**src/rtl/lcdw_pkg.sv**
```systemverilog
package lcdw_pkg;

  // Digital level codes handed to the analog output stage
  typedef enum logic [1:0] {
    LVL_LOW  = 2'b00,
    LVL_MID  = 2'b01,
    LVL_HIGH = 2'b10,
    LVL_HIZ  = 2'b11
  } lvl_e;

  // Strobes from phase control to the segment datapath
  typedef struct packed {
    logic       advance;  // load a new phase at this edge
    logic [1:0] phase;    // phase being entered
    logic       duplex;   // drive scheme for that phase
    logic       bank;     // page select for that phase (direct only)
  } phase_strobe_t;

  // Opposite rail; mid and floating pass through unchanged
  function automatic lvl_e flipRail(input lvl_e l);
    case (l)
      LVL_HIGH: flipRail = LVL_LOW;
      LVL_LOW:  flipRail = LVL_HIGH;
      default:  flipRail = l;
    endcase
  endfunction

endpackage

```
**src/rtl/lcdw_phase_ctrl.sv**
```systemverilog
module lcdw_phase_ctrl
  import lcdw_pkg::*;
(
  input  logic          clk,
  input  logic          rst,
  input  logic          frameTick,
  input  logic          cascadeIn,
  input  logic [1:0]    extBp1Lvl,
  input  logic [1:0]    extBp2Lvl,
  input  logic          modeIn,
  input  logic          bankIn,
  output phase_strobe_t strobe
);

  logic [1:0] phaseQ;
  logic       runQ;
  logic       extValid;
  logic [1:0] extPhase;
  logic [1:0] ownNext;
  logic       advance;
  logic [1:0] nextPhase;

  // Recover the leader's phase from its backplane levels
  always_comb begin
    extValid = 1'b1;
    extPhase = 2'd0;
    if (extBp1Lvl == LVL_HIGH)      extPhase = 2'd0;
    else if (extBp1Lvl == LVL_LOW)  extPhase = 2'd1;
    else if (extBp2Lvl == LVL_HIGH) extPhase = 2'd2;
    else if (extBp2Lvl == LVL_LOW)  extPhase = 2'd3;
    else                            extValid = 1'b0;
  end

  // Own sequencing: four phases in duplex, two in direct
  always_comb begin
    if (!runQ)       ownNext = 2'd0;
    else if (modeIn) ownNext = phaseQ + 2'd1;
    else             ownNext = (phaseQ == 2'd0) ? 2'd1 : 2'd0;
  end

  assign advance   = cascadeIn ? (extValid && (!runQ || extPhase != phaseQ))
                               : frameTick;
  assign nextPhase = cascadeIn ? extPhase : ownNext;

  always_ff @(posedge clk) begin
    if (rst) begin
      phaseQ <= 2'd0;
      runQ   <= 1'b0;
    end else if (advance) begin
      phaseQ <= nextPhase;
      runQ   <= 1'b1;
    end
  end

  always_comb begin
    strobe.advance = advance;
    strobe.phase   = nextPhase;
    strobe.duplex  = modeIn;
    strobe.bank    = bankIn;
  end

endmodule

```
**src/rtl/lcdw_seg_datapath.sv**
```systemverilog
module lcdw_seg_datapath
  import lcdw_pkg::*;
#(
  parameter  int NUM_GROUPS = 4,
  parameter  int GROUP_BITS = 8,
  localparam int NUM_REGS   = 2 * NUM_GROUPS,
  localparam int ADDR_W     = $clog2(NUM_REGS),
  localparam int NUM_SEGS   = NUM_GROUPS * GROUP_BITS
) (
  input  logic                  clk,
  input  logic                  rst,
  input  phase_strobe_t         strobe,
  input  logic                  wrEn,
  input  logic [ADDR_W-1:0]     wrAddr,
  input  logic [GROUP_BITS-1:0] wrData,
  output logic [2*NUM_SEGS-1:0] segLvl,
  output logic [1:0]            bp1Lvl,
  output logic [1:0]            bp2Lvl
);

  logic [GROUP_BITS-1:0] regFile [NUM_REGS];
  lvl_e                  actLvl;
  lvl_e                  bp1Next;
  lvl_e                  bp2Next;
  logic                  useOdd;
  logic [2*NUM_SEGS-1:0] segNext;
  logic [2*NUM_SEGS-1:0] segQ;
  logic [1:0]            bp1Q;
  logic [1:0]            bp2Q;

  // Pixel storage
  always_ff @(posedge clk) begin
    if (rst) begin
      for (int r = 0; r < NUM_REGS; r++) regFile[r] <= '0;
    end else if (wrEn && (int'(wrAddr) < NUM_REGS)) begin
      regFile[wrAddr] <= wrData;
    end
  end

  // Backplane levels and register half for the phase being entered
  always_comb begin
    if (strobe.duplex) begin
      useOdd = strobe.phase[1];
      actLvl = strobe.phase[0] ? LVL_LOW : LVL_HIGH;
      if (!strobe.phase[1]) begin
        bp1Next = actLvl;
        bp2Next = LVL_MID;
      end else begin
        bp1Next = LVL_MID;
        bp2Next = actLvl;
      end
    end else begin
      useOdd  = strobe.bank;
      actLvl  = (strobe.phase == 2'd0) ? LVL_HIGH : LVL_LOW;
      bp1Next = actLvl;
      bp2Next = LVL_LOW;
    end
  end

  // One lane per segment: against the active plane when lit, with it when dark
  for (genvar g = 0; g < NUM_GROUPS; g++) begin : g_group
    for (genvar b = 0; b < GROUP_BITS; b++) begin : g_bit
      localparam int SEG = g * GROUP_BITS + b;
      logic pixel;
      assign pixel = useOdd ? regFile[2*g+1][b] : regFile[2*g][b];
      assign segNext[2*SEG +: 2] = pixel ? flipRail(actLvl) : actLvl;
    end
  end

  // Outputs only move at a phase boundary
  always_ff @(posedge clk) begin
    if (rst) begin
      segQ <= '0;
      bp1Q <= LVL_LOW;
      bp2Q <= LVL_LOW;
    end else if (strobe.advance) begin
      segQ <= segNext;
      bp1Q <= bp1Next;
      bp2Q <= bp2Next;
    end
  end

  assign segLvl = segQ;
  assign bp1Lvl = bp1Q;
  assign bp2Lvl = bp2Q;

endmodule

```
**src/rtl/lcd_wave_gen.sv**
```systemverilog
module lcd_wave_gen
  import lcdw_pkg::*;
#(
  parameter  int NUM_GROUPS = 4,
  parameter  int GROUP_BITS = 8,
  localparam int NUM_REGS   = 2 * NUM_GROUPS,
  localparam int ADDR_W     = $clog2(NUM_REGS),
  localparam int NUM_SEGS   = NUM_GROUPS * GROUP_BITS
) (
  input  logic                  clk,
  input  logic                  rst,
  input  logic                  frameTick,
  input  logic                  cascadeIn,
  input  logic [1:0]            extBp1Lvl,
  input  logic [1:0]            extBp2Lvl,
  input  logic                  wrEn,
  input  logic [ADDR_W-1:0]     wrAddr,
  input  logic [GROUP_BITS-1:0] wrData,
  input  logic                  modeIn,
  input  logic                  bankIn,
  output logic [2*NUM_SEGS-1:0] segLvl,
  output logic [1:0]            bp1Lvl,
  output logic [1:0]            bp2Lvl
);

  phase_strobe_t strobe;
  logic [1:0]    bp1Int;
  logic [1:0]    bp2Int;

  lcdw_phase_ctrl u_ctrl (
    .clk       (clk),
    .rst       (rst),
    .frameTick (frameTick),
    .cascadeIn (cascadeIn),
    .extBp1Lvl (extBp1Lvl),
    .extBp2Lvl (extBp2Lvl),
    .modeIn    (modeIn),
    .bankIn    (bankIn),
    .strobe    (strobe)
  );

  lcdw_seg_datapath #(
    .NUM_GROUPS (NUM_GROUPS),
    .GROUP_BITS (GROUP_BITS)
  ) u_dp (
    .clk    (clk),
    .rst    (rst),
    .strobe (strobe),
    .wrEn   (wrEn),
    .wrAddr (wrAddr),
    .wrData (wrData),
    .segLvl (segLvl),
    .bp1Lvl (bp1Int),
    .bp2Lvl (bp2Int)
  );

  // A follower leaves the shared backplanes to the leader
  assign bp1Lvl = cascadeIn ? LVL_HIZ : bp1Int;
  assign bp2Lvl = cascadeIn ? LVL_HIZ : bp2Int;

endmodule

```
**config.mk**
```make
export PLATFORM = sky130hd
export DESIGN_NAME = lcd_wave_gen
export DESIGN_NICKNAME = d
export VERILOG_FILES = /design/src/rtl/lcdw_pkg.sv /design/src/rtl/lcdw_phase_ctrl.sv /design/src/rtl/lcdw_seg_datapath.sv /design/src/rtl/lcd_wave_gen.sv
export SDC_FILE = /design/constraint.sdc
export NUM_CORES = 1
export LEC_CHECK = 0
export BUFFER_PORTS_ARGS = -buffer_cell sky130_fd_sc_hd__buf_2
export CAP_MARGIN = 10
export CORE_AREA = 2 2 108 99
export DETAILED_ROUTE_END_ITERATION = 16
export DIE_AREA = 0 0 110 101
export GPL_TIMING_DRIVEN = 0
export PLACE_DENSITY = 0.72
export SETUP_SLACK_MARGIN = 0.15
export SYNTH_ARGS = -nofsm -noshare
export SYNTH_HDL_FRONTEND = slang
export SYNTH_SLANG_ARGS = --single-unit
```
**constraint.sdc**
```tcl
create_clock -name clk -period 3.6 [get_ports clk]
set_clock_uncertainty 0.1 [all_clocks]
set_input_delay 0.72 -clock clk [delete_from_list [all_inputs] [get_ports clk]]
set_output_delay 0.72 -clock clk [all_outputs]
set_load 0.02 [all_outputs]
```
==> flow_summary.ini <==
[placement]
port_buffers = 56
post-place-cells = 601
gp_congestion = 0.848
hpwl_mm = 6.73

[clocking]
cts_resized = 0
htree_levels = 3
post-cts-setup-buffers = 0
clk_path_buf_depth = 2
cts.clk_slew.worst_paths_ns = 0.09
cts_sinks = 103
clk_latency_ns = 0.37
ctsHoldBuffers = 0
cts_buffers = 9
clockRootBuffer = clkbuf_8
cts_tree = built

[sta]
setup_violations = 0
fmax_ghz = 0.396
max_slew_margin = 0.424
fin_crit_ns = 2.53
fin_crit_sh = 0.702
rsz0062_at_grt = false
drv_slew = 0
final_hold_viol_count = 0
worst_pin_slew_ns = 0.858
setup_tns_ns = 0

[worst_setup_path]
critPathKind = in2reg
worstPathMaxFanout = 10
cp.arrival_ns = 2.49
critical_path.startpoint = rst
crit_required_ns = 3.56
r2r-start = u_ctrl.phaseQ[0]
cp-start-kind = input pin
end_kind = flop

[job]
maxCapViolCount = 0

[pwr]
clkPwrFrac = 0.271
swShare = 0.279
p_switching_uw = 734
p_int_uw = 1900
vdd_drop_max_uv = 287
p_seq_frac = 0.530
p_leak_uw = 0.00235
combPwrFrac = 0.199
power_density_mw_per_mm2 = 466

[floorplanning]
initial_core_util = 0.488
io_pins = 90
coreArea_mm2 = 0.0100
rows = 35
die_x_um = 110
die_h_um = 101
die_area_mm2 = 0.0111

[route]
ant_nets = 0
drc_errors = 0
wirelength_mm = 9.49
dr.pass1.iters = 4
drtIter0Drc = 191
wire_per_inst_um = 15.4
vias = 3037
via_per_inst = 4.92

[synthesis]
synth_cell_type_count = 43
synth-simple-area-share = 0.136
yosys_warnings = 0
synthArstFlopShare = 0
synth-xor-area-share = 0.0606
yosys_most_used_dff = edfxtp_1
synth_top_family_by_area = simple AND/OR/NAND/NOR gates
synth_fa_ha_area_frac = 0.00256
synth_mux_area_frac = 0.0654
synth-edff-count = 64
synthCells = 385
synth.ff_latch_count = 103
synth_seq_area_share = 0.552
synth.avg_cell_area_um2 = 12.7
synth_compound_area_frac = 0.108
syn_area_mm2 = 0.00490

[grt]
use_met3 = 0.0446
grt_pass1_vias = 3074
grt_max_degree = 17
grt.total_usage = 0.183
grt_antenna_before_repair = 0
grt_pass1_wl_mm = 15.0
overflow = 0
grtUsageMet1 = 0.223
busiest_layer = met2
gr-usage-met2 = 0.306

[final_layout]
drive_gt1_frac = 0.324
antenna_cells = 0
fin_cells = 617
regArea_mm2 = 0.00270
multi_input_area_mm2 = 0.00194
layout_common_cells = and2_1, edfxtp_1, buf_2, buf_4, dfxtp_1
layout_commonest_cell = and2_1
nFillCells = 832
synthToLayoutAreaGrowth_pct = 15.3
final_nets = 506

[outcome]
status = finished clean

[hold_path]
hp-start = u_dp.segLvl[61]
holdCritPathClass = reg2reg
Yosys cell counts, types with 3 or more instances:
library cell,n,area share
and2_1,65,0.083
o21ai_0,5,0.0051
a22o_1,16,0.029
xnor2_1,32,0.057
or2_2,12,0.015
nand4_1,3,0.0038
a21oi_1,6,0.0061
nor2_1,11,0.0084
dfxtp_1,39,0.16
buf_4,39,0.060
inv_1,4,0.0031
buf_2,4,0.0041
edfxtp_1,64,0.39
a22o_2,16,0.033
mux2i_1,32,0.065
buf_6,3,0.0069
layer usage:
metal	wire (µm)	vias to the layer above	share of wire
li1	-	1492	-
met5	0	-	0
met2	4770	82	0.50
met4	234	0	0.025
met3	476	18	0.050
met1	4000	1445	0.42
state kept, by name, summed over array words and instances (netlist names):
name           count
u_dp.bp1Lvl        2
u_ctrl.phaseQ      2
u_ctrl.runQ        1
u_dp.segLvl       32
u_dp.bp2Lvl        2
u_dp.regFile      64
metrics by stage:
stage          power [µW]  setup slack, ns  utilization  cell area [µm²]  hold WS, ns
6_report             2630             1.07        0.563             5640        0.383
5_1_grt              2750            0.931        0.563             5640        0.384
4_1_cts              2650             1.12        0.563             5640        0.381
3_5_place_dp         1950            0.703        0.544             5450        0.360
3_3_place_gp         1930            0.736        0.544             5450        0.355
2_1_floorplan        1810             1.19            -             5010        0.344
final timing paths:
check / cells after the start / slack (ns) / to
worst max-delay path: 4 / 1.07 / u_dp.regFile[0][2]
worst min-delay path: 1 / 0.38 / u_dp.segLvl[61]
worst max register to register: 8 / 1.30 / u_dp.segLvl[25]
worst min register to register: 1 / 0.38 / u_dp.segLvl[61]
kinds of logic (layout without fill, tap and decap cells):
group / after synthesis / after routing
simple gates: 107 / 107
flops: 103 / 103
compound gates: 57 / 57
buf+inv: 51 / 123
xor+xnor: 33 / 33
mux: 32 / 32
fa+ha+maj: 1 / 1
other cells: 1 / 32
final cells by class:
type                       count  share of cell area
buffer                        47              0.0621
sequential                   103               0.479
tap                          129              0.0286
clock inverter                 5              0.0104
multi-input combinational    262               0.344
timing repair buffer          56              0.0497
inverter                       4             0.00266
clock buffer                  11              0.0233
critical path, stage by stage:
cell	delay [ns]
buf_2	0.18
or3b_2	0.52
nor3_1	0.68
or2_2	0.38
power groups by stage:
stage | Combinational, µW | Clock, µW | Sequential (µW)
6_report | 524 | 714 | 1390
4_1_cts | 526 | 727 | 1400
2_1_floorplan | 330 | 0 | 1480
3_5_place_dp | 525 | 0 | 1420
5_1_grt | 567 | 774 | 1410
3_3_place_gp | 517 | 0 | 1420
Power figures use the tool's default switching activity.
